<file path="config.mk">
export PLATFORM = sky130hd
export DESIGN_NAME = fifo_token_chain
export DESIGN_NICKNAME = d
export VERILOG_FILES = /design/src/rtl/fifo_token_chain.sv
export SDC_FILE = /design/constraint.sdc
export NUM_CORES = 1
export LEC_CHECK = 0
export ABC_AREA = 0
export ABC_CLOCK_PERIOD_IN_PS = 2900
export CORE_UTILIZATION = 57
export DETAILED_ROUTE_END_ITERATION = 8
export PLACE_DENSITY = 0.76
export SLEW_MARGIN = 20
export SYNTH_ARGS = -nofsm -noshare
export SYNTH_HDL_FRONTEND = slang
export SYNTH_SLANG_ARGS = --single-unit
</file>
<file path="constraint.sdc">
create_clock -name clk -period 2.9 [get_ports clk]
set_clock_uncertainty 0.05 [all_clocks]
set_input_delay 0.29 -clock clk [delete_from_list [all_inputs] [get_ports clk]]
set_output_delay 0.29 -clock clk [all_outputs]
set_load 0.01 [all_outputs]
</file>
<file path="src/rtl/fifo_token_chain.sv">
module fifo_token_chain #(
  parameter int N_CELLS    = 3,
  parameter int CELL_DEPTH = 4,
  parameter int DATA_W     = 9
) (
  input  logic                clk,
  input  logic                rst_n,
  input  logic [N_CELLS-1:0]  load_first_n,
  input  logic                wr_en,
  input  logic [DATA_W-1:0]   wr_data,
  input  logic                rd_en,
  output logic [DATA_W-1:0]   rd_data,
  output logic                empty_n,
  output logic                full_n,
  output logic [N_CELLS-1:0]  xo_n
);
  localparam int PTR_W = (CELL_DEPTH > 1) ? $clog2(CELL_DEPTH) : 1;
  localparam int CNT_W = $clog2(CELL_DEPTH + 1);
  localparam logic [PTR_W-1:0] LAST = PTR_W'(CELL_DEPTH - 1);

  logic              rd_go;
  logic [N_CELLS-1:0] wtok, rtok, cell_ef_n, cell_ff_n, wr_hit, rd_hit, xi_n;
  logic [DATA_W-1:0]  drive [N_CELLS];

  assign rd_go = rd_en & ~wr_en;

  for (genvar c = 0; c < N_CELLS; c++) begin : g_cell
    localparam int PREV = (c + N_CELLS - 1) % N_CELLS;
    logic [DATA_W-1:0] mem [CELL_DEPTH];
    logic [PTR_W-1:0]  wptr, rptr;
    logic [CNT_W-1:0]  cnt;
    logic              wt, rt;

    assign wtok[c]      = wt;
    assign rtok[c]      = rt;
    assign xi_n[c]      = xo_n[PREV];
    assign cell_ef_n[c] = (cnt != '0);
    assign cell_ff_n[c] = (cnt != CNT_W'(CELL_DEPTH));
    assign wr_hit[c]    = wr_en & wt & cell_ff_n[c];
    assign rd_hit[c]    = rd_go & rt & cell_ef_n[c];
    assign xo_n[c]      = ~((wr_hit[c] && wptr == LAST) || (rd_hit[c] && rptr == LAST));
    assign drive[c]     = rd_hit[c] ? mem[rptr] : '0;

    always_ff @(posedge clk)
      if (wr_hit[c]) mem[wptr] <= wr_data;

    always_ff @(posedge clk) begin
      if (!rst_n) begin
        wptr <= '0;
        rptr <= '0;
        cnt  <= '0;
        wt   <= ~load_first_n[c];
        rt   <= ~load_first_n[c];
      end else begin
        if (wr_hit[c]) begin
          wptr <= (wptr == LAST) ? '0 : wptr + 1'b1;
          if (wptr == LAST) wt <= 1'b0;
        end
        if (rd_hit[c]) begin
          rptr <= (rptr == LAST) ? '0 : rptr + 1'b1;
          if (rptr == LAST) rt <= 1'b0;
        end
        if (!xi_n[c] && wr_en) wt <= 1'b1;
        if (!xi_n[c] && rd_go) rt <= 1'b1;
        cnt <= cnt + CNT_W'(wr_hit[c]) - CNT_W'(rd_hit[c]);
      end
    end
  end

  always_comb begin
    rd_data = '0;
    for (int i = 0; i < N_CELLS; i++) rd_data |= drive[i];
  end

  assign empty_n = |cell_ef_n;
  assign full_n  = |cell_ff_n;
endmodule

</file>
==> out/metrics.yaml, run 1 <==
status: "complete, no violations"
antennaDiodeCount: 0
dp_hpwl_um: 7480
wl_per_cell_um: 21.5
fmax_ghz: 0.352
slew-limit-headroom: 0.603
mappedNetlistArea_um2: 5900
area_growth_pct: 19.0
worstMarginPinSlew_ns: 0.596
overflow: 0
hold_class: "input pin to flip-flop"
fin_crit_sh: 0.981
final_hold_viol_count: 0
die-area_um2: 10800
numCtsBuffers: 17
nets: 449
num-fill-cells: 645
clk_latency_ns: 0.52
worst_ep_required_time_ns: 2.56
grt_pass1_vias: 3305
cp_slowest_cell: "clkdlybuf4s50_1"
grt_start_max_net_pins: 17
max_cap_violations: 0
path_max_fanout: 9
mostFrequentLayoutCells: "114 x edfxtp_1, 27 x mux4_2, 26 x dfxtp_1"
power_density_nw_per_um2: 752
drtIter0Drc: 228
clock-root-buffer: "clkbuf_8"
drc_errors: 0
drt-total-wl_um: 11900
htree_levels: 4
ios: 30
yosys_warnings: 0
yosys.area.top_type: "edfxtp_1"
path_cells: "nor3_1 > nor2_1 > buf_4 > a221o_1 > clkdlybuf4s50_1"
synth_nets: 402
netlist_top_cells_area: "edfxtp_1 58%, mux4_2 10%, dfxtp_1 9.2%"
layout.cells.most_common: "edfxtp_1"
cts_tree: "built"
slowest_delay_ns: 0.49
leakage_nw: 2.55
cts_sinks: 141
drive_above_1_share: 0.190
hold_slack_ns: 0.409
die_height_um: 104
viasPerCell: 5.94
crit_arrival_ns: 2.50
start_util: 0.596
ys_seq_elements: 141
synth_seq_area_share: 0.672
fin_setup_tns_ns: 0
critPathKind: "flip-flop to output port"
path_clk_slew_ns: 0.06
grt_antenna_before_repair: 0
cts.path.max_buffers: 2
fp.coreArea_um2: 9910
synth_area_per_cell_um2: 16.3
endpoint_kind: "output port"
grt_pass1_wl_um: 18300
yosysTopAreaCellShare: 0.580
synth_cell_types: 34
io_buffers: 29
place.gp.congestion: 0.806
hold_buffers: 0
finalCriticalPeriod_ns: 2.84
drtPass1Iterations: 5
syn_inst: 362
rows: 36
gr-usage-all-layers: 0.238
setup_viol: 0
die_w_um: 104
multi_input_area_um2: 1800
vias: 3294
seqCellArea_um2: 3970
crit_path_start_kind: "flip-flop"
drv_slew: 0
vdd_drop_max_mv: 0.447
postRouteAntennaNets: 0
==> worst max-delay path, delay by kind of cell (launching register included) <==
family	cells	cell delay, ns
buf+inv	2	0.71
simple gates	2	0.56
flops	1	0.37
compound gates	1	0.34
==> per-stage QoR <==
step	util	cells	setup slack, ns	instance area [µm²]	power (mW)
3_3_place_gp	0.642	519	0.196	6360	3.05
2_1_floorplan	-	362	0.614	5900	2.84
6_report	0.709	555	0.0555	7020	5.28
3_5_place_dp	0.642	519	0.137	6360	3.07
5_1_grt	0.709	555	-0.00101	7020	5.47
4_1_cts	0.705	552	0.00138	6980	5.29
==> cell families after synthesis <==
group	share of synthesized area
buf+inv	0.0240
flops	0.672
compound gates	0.0432
simple gates	0.0926
mux	0.106
fa+ha+maj	0.0547
xor+xnor	0.00742
==> synth_stat cells <==
cell and count:
or3_1 6, dfxtp_1 27, nor3b_2 4, or3b_2 2
and2_1 14, nor3b_1 1, nor2_1 14, o21ai_0 12
and3_1 13, and3b_1 3, buf_6 1, ha_1 21
clkbuf_1 7, nand4_1 3, buf_2 4, inv_1 19
or4_1 6, or3b_1 1, xnor2_1 3, nor3_1 5
mux4_2 27, nand3b_1 3, buf_1 2, nand2_1 3
nand3_1 11, a221o_1 9, a21oi_1 15, edfxtp_1 114
xor2_1 2, clkbuf_2 1, a21o_1 2, fa_1 3
mux2i_1 2, o21bai_1 2
==> final timing paths <==
check | from | endpoint | slack [ns] | cells after the start
hold / removal | rst_n | g_cell[2].wptr[0] | 0.41 | 3
hold reg to reg | g_cell[0].rptr[1] | flip-flop | 0.47 | 2
setup / recovery | g_cell[1].cnt[1] | rd_data[8] | 0.06 | 5
setup reg to reg | g_cell[2].cnt[2] | g_cell[2].cnt[2] | 0.51 | 9
==> what timing repair did <==
| action | CTS | global route |
|---|---|---|
| gates cloned | 0 | 0 |
| resized for setup | 3 | 6 |
| endpoints found under the hold margin | 0 | 0 |
| setup buffers | 1 | 3 |
| setup endpoints to repair | 9 | 7 |
==> power breakdown <==
group / internal [mW] / switching (mW) / leakage (nW) / total (mW)
clock network: 1.40 / 0.831 / 0.295 / 2.23
registers: 2.29 / 0.0885 / 1.26 / 2.38
logic: 0.319 / 0.351 / 1.00 / 0.670
total: 4.01 / 1.27 / 2.55 / 5.28
==> layout make-up <==
| class | count | share of cell area |
|---|---|---|
| Clock inverter | 14 | 0.0276 |
| Sequential cell | 141 | 0.564 |
| Timing Repair Buffer | 43 | 0.0581 |
| Inverter | 19 | 0.0102 |
| Multi-Input combinational cell | 187 | 0.257 |
| Clock buffer | 18 | 0.0595 |
| Tap cell | 133 | 0.0237 |
==> flip-flops by register name, indices dropped and copies added, names as in the netlist, named ones only <==
signal,cells
g_cell.wt,3
g_cell.wptr,6
g_cell.rt,3
g_cell.mem,108
g_cell.rptr,6
g_cell.cnt,9
==> metal layers <==
metal,track usage,vias to the layer above,wire length [µm]
met5,0,-,0
met1,0.286,1657,4740
met4,0.0816,0,195
met3,0.0692,17,651
li1,-,1505,-
met2,0.411,115,6370
(Power assumes the default switching activity.)
==> inputs of run 2 (changes only) <==
ABC_AREA = 1   (was 0)
SKIP_LAST_GASP = 1   (was unset)
==> run 2 against run 1 <==
Effect of this change:
- flip-flop and latch count unchanged
- hold slack improved by 0.050 ns
- fmax increased by 13%
- utilization decreased by 1.5 points
- global-route usage increased by 1.1 points
- non-clock buffer count increased by 3
- worst setup slack improved by 0.32 ns
- via count increased by 42%
- final area increased by 9.4%
- final cell count increased by 62%
- area after synthesis increased by 12%
- critical path depth increased by 2
==> out/metrics.yaml, run 2 <==
status: "complete, no violations"
p_sw_mw: 1.32  # +3.9%
htree_levels: 4  # unchanged
p_seq_frac: 0.437  # -0.014
grt_pass1_vias: 4842  # +47%
critPathKind: "flip-flop to output port"
hold_buffers: 0  # unchanged
path_max_fanout: 18  # +9
fmax_ghz: 0.396  # +13%
worst_ep_required_time_ns: 2.56  # about the same
drc_errors: 0  # unchanged
setup_slack_ns: 0.372  # +0.316 ns
final_hold_viol_count: 0  # unchanged
area_growth_pct: 16.0
ys_top_cells_by_count: "196 x nand2_1, 153 x inv_1, 114 x edfxtp_1, 83 x nand3_1, 30 x nor2_1"
die-area_um2: 12000  # +12%
grt_pass1_wl_um: 22000  # +20%
place.gp.congestion: 0.890  # +10%
fin_setup_tns_ns: 0  # unchanged
crit_arrival_ns: 2.19  # -0.31 ns
path_cells: "inv_4 > nand2_1 > nand3_1 > nand2_1 > nand2_1 > nand3_1 > clkdlybuf4s50_1"
synth_cell_types: 26  # -24%
crit_path_start_kind: "flip-flop"
cts_tree: "built"
synth_edf_count: 114  # unchanged
ios: 30  # unchanged
synth_nets: 741  # +84%
rsz0062_at_grt: "false"
power_frac_clock: 0.427  # +0.005
mappedNetlistArea_um2: 6620  # +12%
top_regs: "g_cell.mem x108, g_cell.cnt x9"
synth_area_per_cell_um2: 9.44  # -42%
cp_slowest_cell: "clkdlybuf4s50_1"
p_int_mw: 4.09  # +2.0%
yosysMostFrequentCell: "nand2_1"
mostFrequentLayoutCells: "196 x nand2_1, 153 x inv_1, 114 x edfxtp_1"
yosys_warnings: 0  # unchanged
wl_per_cell_um: 14.9  # -31%
hold_class: "flip-flop to flip-flop"
slowest_delay_ns: 0.55  # +0.06 ns
yosysTopAreaCellShare: 0.517  # -0.0628
syn_inst: 701  # +94%
postRouteAntennaNets: 0  # unchanged
io_buffers: 29  # unchanged
worstMarginPinSlew_ns: 0.524  # -0.0723 ns
clk_latency_ns: 0.41  # -0.11 ns
ys_seq_elements: 141  # unchanged
combPwrFrac: 0.135  # +0.008
holdPathStages: 2  # -1
top_register: "g_cell.mem"
path_clk_slew_ns: 0.06  # about the same
synth_seq_area_share: 0.599  # -0.0727
yosys.area.top_type: "edfxtp_1"
grt_start_max_net_pins: 24  # +7
largest_reg_flops: 108  # unchanged
leakage_nw: 3.57  # +40%
nets: 788  # +76%
overflow: 0  # unchanged
synth_flop_cell: "edfxtp_1"
grt_antenna_before_repair: 0  # unchanged
vias: 4683  # +42%
fin_crit_sh: 0.872  # -0.109
fp.coreArea_um2: 11100  # +12%
rows: 38  # +5.6%
cts_sinks: 141  # unchanged
preCtsSetupSlack_ns: 0.365  # +0.229 ns
dp_hpwl_um: 8810  # +18%
max_cap_violations: 0  # unchanged
drtIter0Drc: 262  # +15%
endpoint_kind: "output port"
vdd_drop_max_mv: 0.381  # -15%
cp.buffers_inverters: 2  # unchanged
drive_above_1_share: 0.0999  # -0.0897
crit_family: "buffers and inverters"
path_depth: 7  # +2
num-fill-cells: 791  # +23%
slew-limit-headroom: 0.650  # +0.0471
finalCriticalPeriod_ns: 2.53  # -0.316 ns
layout.cells.most_common: "nand2_1"
gr-usage-all-layers: 0.248  # +0.0107
drv_slew: 0  # unchanged
cts_setup_buffers: 0  # -1
die_w_um: 110  # +5.8%
synthArstFlopShare: 0  # unchanged
start_util: 0.597  # +0.00189
switching_share: 0.244  # +0.00331
reg2reg_depth: 11  # +2
drt-total-wl_um: 13500  # +13%
power_density_nw_per_um2: 704  # -6.3%
cts.path.max_buffers: 2  # unchanged
drtPass1Iterations: 5  # unchanged
netlist_top_cells_area: "edfxtp_1 52%, nand2_1 11%, inv_1 8.7%"
die_height_um: 110  # +5.8%
clock-root-buffer: "clkbuf_16"
setup_viol: 0  # unchanged
antennaDiodeCount: 0  # unchanged
numCtsBuffers: 17  # unchanged
crit_path_frequent_cell: "nand2_1"
viasPerCell: 5.20  # -12%
[run 2: cell count changes after synthesis, moves of 8 or more]
cell,previous run,this run
a221o_1,9,0
and2_1,14,0
and3_1,13,0
buf_6,1,9
inv_1,19,153
inv_2,0,8
mux4_2,27,0
nand2_1,3,196
nand3_1,11,83
nor2_1,14,30
[run 2: what timing repair did]
item	in CTS	in global routing
setup endpoints to repair	0	1
resized for setup	0	1
hold endpoints to repair	0	0
[run 2: final timing paths]
| check | from | end | slack [ns] |
|---|---|---|---|
| setup / recovery | flip-flop | rd_data[2] | 0.37 |
| hold / removal | g_cell[2].rptr[1] | g_cell[2].rptr[1] | 0.46 |
| setup reg to reg | g_cell[0].cnt[1] | g_cell[0].cnt[2] | 0.81 |
| hold reg to reg | g_cell[2].rptr[1] | g_cell[2].rptr[1] | 0.46 |
[run 2: power groups by stage]
stage	clock network [mW]	logic (mW)	registers, mW
2_1_floorplan	0	0.505	2.38
3_3_place_gp	0	0.688	2.40
3_5_place_dp	0	0.723	2.40
4_1_cts	2.33	0.734	2.36
5_1_grt	2.43	0.825	2.38
6_report	2.31	0.732	2.37
[run 2: routing by layer]
layer	vias up	routed length [µm]	track usage
met5	-	0	0
met4	0	455	0.121
met3	44	637	0.0551
met2	164	6850	0.435
met1	2205	5500	0.288
li1	2270	-	-
[run 2: layout make-up]
| cell class | instances | area, µm² | area share |
|---|---|---|---|
| Clock buffer | 19 | 433 | 0.0564 |
| Clock inverter | 13 | 196 | 0.0256 |
| Inverter | 171 | 654 | 0.0852 |
| Multi-Input combinational cell | 371 | 1840 | 0.239 |
| Sequential cell | 141 | 3970 | 0.516 |
| Tap cell | 140 | 175 | 0.0228 |
| Timing Repair Buffer | 46 | 418 | 0.0544 |
[run 2: cell families after synthesis]
group	Yosys count	synth area share
AO/OA/AOI/OAI	18	0.0142
AND/OR/NAND/NOR	328	0.214
flip-flops	141	0.599
adder cells (fa/ha/maj)	24	0.0488
buffers and inverters	189	0.123
XOR/XNOR	1	0.00132
[run 2: worst min-delay path, cell delays in order, from the launching register on]
cell	delay, ns
dfxtp_1	0.31
nor2_1	0.09
nor2_1	0.06
[run 2: stage by stage]
stage | std cells | area (µm²) | utilization | hold WS [ns] | total power [mW]
floorplan | 701 | 6620 | - | 0.339 | 2.89
global placement | 869 | 7050 | 0.636 | 0.441 | 3.09
detailed placement | 869 | 7050 | 0.636 | 0.451 | 3.13
CTS | 901 | 7680 | 0.693 | 0.460 | 5.43
global route | 901 | 7680 | 0.693 | 0.486 | 5.63
finish | 901 | 7680 | 0.693 | 0.459 | 5.41
